[src/rtl/dtp_pkg.sv]
package dtp_pkg;
  localparam int unsigned TAP_W = 16;

  typedef enum logic [2:0] {
    T0_STOP     = 3'd0,
    T0_CORE     = 3'd1,
    T0_DIV8     = 3'd2,
    T0_DIV64    = 3'd3,
    T0_DIV256   = 3'd4,
    T0_DIV1024  = 3'd5,
    T0_PIN_FALL = 3'd6,
    T0_PIN_RISE = 3'd7
  } t0_src_e;

  // True when the low n bits of cnt are all ones.
  function automatic logic low_ones(input logic [TAP_W-1:0] cnt, input int unsigned n);
    logic [TAP_W-1:0] m;
    m = (TAP_W'(1) << n) - TAP_W'(1);
    return (cnt & m) == m;
  endfunction

  // Divide ratio of timer 0 taps as a power of two of core enables.
  function automatic int unsigned t0_div_log2(input logic [2:0] s);
    case (s)
      T0_DIV8:    return 3;
      T0_DIV64:   return 6;
      T0_DIV256:  return 8;
      T0_DIV1024: return 10;
      default:    return 0;
    endcase
  endfunction

  // Divide ratio of timer 1 taps as a power of two of fast cycles.
  function automatic int unsigned t1_div_log2(input logic [3:0] s);
    return (s == 4'd0) ? 0 : int'(s) - 1;
  endfunction
endpackage

[src/rtl/dtp_base_en.sv]
module dtp_base_en #(
  parameter int unsigned RATIO_LOG2 = 4
) (
  input  logic clk,
  input  logic rst_n,
  output logic en_o
);
  logic [RATIO_LOG2-1:0] div_q;

  always_ff @(posedge clk or negedge rst_n) begin
    if (!rst_n) div_q <= '0;
    else        div_q <= div_q + 1'b1;
  end

  assign en_o = &div_q;
endmodule

[src/rtl/dtp_chain.sv]
module dtp_chain #(
  parameter int unsigned W = 10
) (
  input  logic         clk,
  input  logic         rst_n,
  input  logic         clr_i,
  input  logic         step_i,
  output logic [W-1:0] cnt_o
);
  always_ff @(posedge clk or negedge rst_n) begin
    if (!rst_n)      cnt_o <= '0;
    else if (clr_i)  cnt_o <= '0;
    else if (step_i) cnt_o <= cnt_o + 1'b1;
  end
endmodule

[src/rtl/dtp_edge_sync.sv]
module dtp_edge_sync (
  input  logic clk,
  input  logic rst_n,
  input  logic pin_i,
  output logic rise_o,
  output logic fall_o
);
  logic meta_q, sync_q, prev_q;

  always_ff @(posedge clk or negedge rst_n) begin
    if (!rst_n) begin
      meta_q <= 1'b0;
      sync_q <= 1'b0;
      prev_q <= 1'b0;
    end else begin
      meta_q <= pin_i;
      sync_q <= meta_q;
      prev_q <= sync_q;
    end
  end

  assign rise_o = sync_q & ~prev_q;
  assign fall_o = ~sync_q & prev_q;
endmodule

[src/rtl/dual_tmr_prescaler.sv]
module dual_tmr_prescaler #(
  parameter int unsigned CK_RATIO_LOG2 = 4,
  parameter int unsigned PSC_W         = 10
) (
  input  logic       clk,
  input  logic       rst_n,
  input  logic [2:0] t0_sel,
  input  logic       t0_psc_clr,
  input  logic       t0_ext_pin,
  input  logic [3:0] t1_sel,
  input  logic       t1_psc_clr,
  output logic       t0_tick,
  output logic       t1_tick
);
  import dtp_pkg::*;

  localparam int unsigned T1_W = CK_RATIO_LOG2 + PSC_W;

  // Named internal events for the checker.
  logic             ck_en;
  logic             t0_ext_rise, t0_ext_fall;
  logic [2:0]       t0_sel_q;
  logic [3:0]       t1_sel_q;
  logic [PSC_W-1:0] t0_cnt;
  logic [T1_W-1:0]  t1_cnt;

  dtp_base_en #(.RATIO_LOG2(CK_RATIO_LOG2)) u_core_en (
    .clk(clk), .rst_n(rst_n), .en_o(ck_en)
  );

  dtp_chain #(.W(PSC_W)) u_t0_chain (
    .clk(clk), .rst_n(rst_n), .clr_i(t0_psc_clr), .step_i(ck_en), .cnt_o(t0_cnt)
  );

  dtp_chain #(.W(T1_W)) u_t1_chain (
    .clk(clk), .rst_n(rst_n), .clr_i(t1_psc_clr), .step_i(1'b1), .cnt_o(t1_cnt)
  );

  dtp_edge_sync u_pin_sync (
    .clk(clk), .rst_n(rst_n), .pin_i(t0_ext_pin),
    .rise_o(t0_ext_rise), .fall_o(t0_ext_fall)
  );

  always_ff @(posedge clk or negedge rst_n) begin
    if (!rst_n) begin
      t0_sel_q <= '0;
      t1_sel_q <= '0;
    end else begin
      t0_sel_q <= t0_sel;
      t1_sel_q <= t1_sel;
    end
  end

  always_comb begin
    case (t0_src_e'(t0_sel_q))
      T0_STOP:     t0_tick = 1'b0;
      T0_CORE:     t0_tick = ck_en;
      T0_PIN_FALL: t0_tick = t0_ext_fall;
      T0_PIN_RISE: t0_tick = t0_ext_rise;
      default:     t0_tick = ck_en & low_ones(TAP_W'(t0_cnt), t0_div_log2(t0_sel_q));
    endcase
  end

  always_comb begin
    if (t1_sel_q == 4'd0) t1_tick = 1'b0;
    else                  t1_tick = low_ones(TAP_W'(t1_cnt), t1_div_log2(t1_sel_q));
  end
endmodule

[config.mk]
export PLATFORM = sky130hd
export DESIGN_NAME = dual_tmr_prescaler
export DESIGN_NICKNAME = d
export VERILOG_FILES = /design/src/rtl/dtp_pkg.sv /design/src/rtl/dtp_base_en.sv /design/src/rtl/dtp_chain.sv /design/src/rtl/dtp_edge_sync.sv /design/src/rtl/dual_tmr_prescaler.sv
export SDC_FILE = /design/constraint.sdc
export NUM_CORES = 1
export LEC_CHECK = 0
export ABC_AREA = 1
export BUFFER_PORTS_ARGS = -buffer_cell sky130_fd_sc_hd__buf_4
export CAP_MARGIN = 20
export CORE_ASPECT_RATIO = 1.75
export CORE_MARGIN = 8
export CORE_UTILIZATION = 40
export CTS_CLUSTER_SIZE = 28
export DETAILED_ROUTE_END_ITERATION = 7
export PLACE_DENSITY_LB_ADDON = 0.05
export RECOVER_POWER = 25
export SETUP_SLACK_MARGIN = 0.3
export SLEW_MARGIN = 25
export SYNTH_ARGS = -nofsm -noshare
export SYNTH_HDL_FRONTEND = slang
export SYNTH_SLANG_ARGS = --single-unit
[constraint.sdc]
create_clock -name clk -period 3.4 [get_ports clk]
set_clock_uncertainty 0.15 [all_clocks]
set_input_delay 0.34 -clock clk [delete_from_list [all_inputs] [get_ports clk]]
set_output_delay 0.34 -clock clk [all_outputs]
set_load 0.01 [all_outputs]
==> results.py <==
metrics = {
    "outcome": {
        "outcome": "finished with violations",
        "violations": "max-capacitance violations, max-slew violations",
    },
    "routing": {
        "drt-total-wl_um": 5230,
        "drtAntennaViolNets": 0,
        "firstDrtPassIters": 4,
        "vias": 1977,
        "wire_per_inst_um": 13.1,
        "via_per_inst": 4.97,
        "drc": 0,
        "first_iter_violations": 51,
    },
    "timing": {
        "final_max_slew_viol_count": 39,
        "setup_violations": 0,
        "slew_headroom_pct": -37.5,
        "tns_ns": 0,
        "max_clock_freq_mhz": 352,
        "worst_slack_ns": 0.563,
        "fin_crit_ns": 2.84,
        "rsz0062_at_grt": "no",
        "fin_crit_sh_pct": 83.4,
        "finalHoldViolations": 0,
        "tightestPinTransition_ns": 2.06,
        "holdWs_ns": 0.0828,
    },
    "synthesis": {
        "synth_area_per_cell_um2": 7.64,
        "synth-seq-cells": 38,
        "synth_cell_type_count": 34,
        "yosys_warnings": 0,
        "synthCells": 293,
        "syn_area_um2": 2240,
        "seq_area_frac_synth_pct": 42.5,
        "syn-num-nets": 312,
    },
    "pwr": {
        "p_clk_share_pct": 35.4,
        "intPower_w": 0.000672,
        "p_leak_nw": 1.20,
        "switching_share_pct": 27.5,
        "ir_worst_vdd_mv": 0.252,
        "power.switching_w": 0.000255,
        "combPwrFrac_pct": 13.4,
        "power_density_nw_per_um2": 355,
        "power_frac_seq_pct": 51.2,
    },
    "layout": {
        "utilization_pct": 47.5,
        "area_growth_syn_to_layout_pct": 16.7,
        "nets": 340,
        "stdcell_count": 398,
        "layout_common_cells": "inv_1, nand2_1, dfrtp_1, nor2_1, nand3_1",
        "drive_above_1_share_pct": 14.0,
        "num_antenna_cells": 0,
    },
    "critical_path": {
        "worstSetupEndpointType": "output pin",
        "crit_type": "reg2out",
        "endpoint": "t1_tick",
        "critPathArrivalTime_ns": 2.35,
        "cp_slowest_stage_delay_ns": 0.55,
        "rrSetupSlack_ns": 1.47,
        "required_ns": 2.91,
        "reg2reg_to": "u_t0_chain.cnt_o[8]",
        "cp-startpoint": "t1_sel_q[3]",
        "ff2ff_path_depth": 8,
        "critical_path_cell_count": 16,
        "worst-path-buf-inv": 5,
        "r2r-start": "u_core_en.div_q[0]",
        "crit_chain": "inv_2 > nand2_2 > nor2_1 > inv_1 > ha_1 > o21ai_2 > inv_2 > nand2_2 > nor2_2 > nand2_1 > nand3_1 > inv_1 > o21ai_1 > nand2_1 > nor2_1 > buf_4",
        "cp_slowest_cell": "dfrtp_1",
        "crit_family": "simple AND/OR/NAND/NOR gates",
        "timing.critical_path.from_type": "register",
        "crit_fanout": 9,
    },
    "die": {
        "die_area_um2": 8340,
        "rows": 36,
        "core_um2": 5500,
        "initial_utilization_pct": 40.7,
        "io_pins": 14,
        "die_x_um": 72.5,
        "die_h_um": 115,
    },
    "global_routing": {
        "grt_pass1_wl_um": 8930,
        "grt.total_usage_pct": 13.7,
        "antenna_found_initial": 0,
        "grt_max_degree": 39,
        "grt_pass1_vias": 2031,
        "grt_overflow": 0,
    },
    "flow_run": {
        "drv_cap": 1,
    },
    "clock_tree": {
        "cts-root-buf": "clkbuf_8",
        "clk_latency_ns": 0.29,
        "ctsLongestPathBuffers": 2,
        "cts_setup_buffers": 0,
        "cts_tree": "yes",
        "htreeDepth": 2,
        "cts_buffers": 5,
        "clk_pin_slew_ns": 0.08,
        "clkSinkCount": 38,
    },
    "placement": {
        "dpl.cell_count": 381,
        "gp_congestion": 0.838,
        "port_buffers": 13,
        "place_worst_setup_slack_ns": 0.842,
        "hpwl_um": 4110,
    },
    "hold_path": {
        "hold_class": "in2reg",
    },
}
## synth_stat cells
cell type  number  area share, %
nor3_1         10            2.2
o31ai_1         1           0.34
nand2_1        46            7.7
inv_2           6            1.0
xor2_1          2           0.78
inv_1          46            7.7
o21a_1          1           0.34
or2_0           1           0.28
o22ai_1         2           0.56
nand4_1         9            2.5
nand2_8         1           0.89
nor2_1         35            5.9
dfrtp_1        38             43
nand3_2         3            1.3
nor3_2          1           0.45
nand3_1        21            4.7
nand2_4         1           0.50
o221ai_1        1           0.39
a211oi_1        2           0.67
o21bai_1        1           0.34
o21ai_1         3           0.67
nand4_2         1           0.56
xnor2_1         1           0.39
ha_1            7            3.9
nand2_2         4            1.1
o21ai_0        16            3.6
nor2_2          5            1.4
o41ai_1         1           0.39
nor4_1          1           0.28
o2111ai_1       2           0.78
o21ai_2         1           0.39
buf_2           1           0.22
a21oi_1        20            4.5
o211ai_1        2           0.67
## worst min path at each step
stage	startpoint	endpoint	slack, ns	depth (start not counted)
detailed placement	rst_n	u_t1_chain.cnt_o[3]	0.19	1
finish	t0_psc_clr	u_t0_chain.cnt_o[9]	0.08	2
global route	t0_psc_clr	u_t0_chain.cnt_o[9]	0.08	2
CTS	t0_psc_clr	u_t0_chain.cnt_o[9]	0.08	2
global placement	rst_n	u_t1_chain.cnt_o[3]	0.19	1
floorplan	rst_n	t0_sel_q[0]	-0.11	0
## layer usage
metal	vias to the layer above	global-route usage, %	share of wire (%)	routed length [um]
li1	1023	-	-	-
met1	905	11.8	35	1830
met2	31	27.3	59	3080
met3	18	2.01	1.7	90
met4	0	9.27	4.4	229
met5	-	0	0	0
## sequential cells by signal, indices dropped and copies added, names as in the netlist
signal / count
t0_sel_q: 3
t1_sel_q: 4
u_core_en.div_q: 4
u_pin_sync.meta_q: 1
u_pin_sync.prev_q: 1
u_pin_sync.sync_q: 1
u_t0_chain.cnt_o: 10
u_t1_chain.cnt_o: 14
## what timing repair did
| action | 4_1_cts | 5_1_grt |
|---|---|---|
| resized for setup | 0 | 2 |
| setup endpoints to repair | 0 | 1 |
| hold buffers | 9 | 0 |
| hold endpoints to repair | 46 | 0 |
## kinds of logic (layout without fill, tap and decap cells)
logic type | after synthesis | in the layout | synth area share (%)
xor+xnor | 3 | 3 | 1.17
buf+inv | 53 | 82 | 8.95
fa+ha+maj | 7 | 7 | 3.91
simple gates | 139 | 139 | 29.9
flops | 38 | 38 | 42.5
compound gates | 53 | 53 | 13.6
## layout make-up
type                            instances  area [um^2]
Timing Repair Buffer                   22          184
Inverter                               52          195
Sequential cell                        38          952
Clock inverter                          2         12.5
Multi-Input combinational cell        202         1090
Tap cell                               76         95.1
Fill cell                             603         2890
Clock buffer                            6         82.6
## stage by stage
step                      cell area [um^2]  total power (W)
after global routing                  2610         0.000977
after CTS                             2610         0.000940
after global placement                2420         0.000602
after floorplan                       2240         0.000558
final                                 2610         0.000926
after detailed placement              2420         0.000601
## power by group through the flow
stage	registers, W	clock network (W)	logic (W)
6_report	0.000474	0.000328	0.000125
5_1_grt	0.000476	0.000360	0.000141
4_1_cts	0.000474	0.000340	0.000127
3_5_place_dp	0.000483	0	0.000118
3_3_place_gp	0.000483	0	0.000119
2_1_floorplan	0.000479	0	0.0000797
Note: power is estimated with default switching activity, not from simulation.
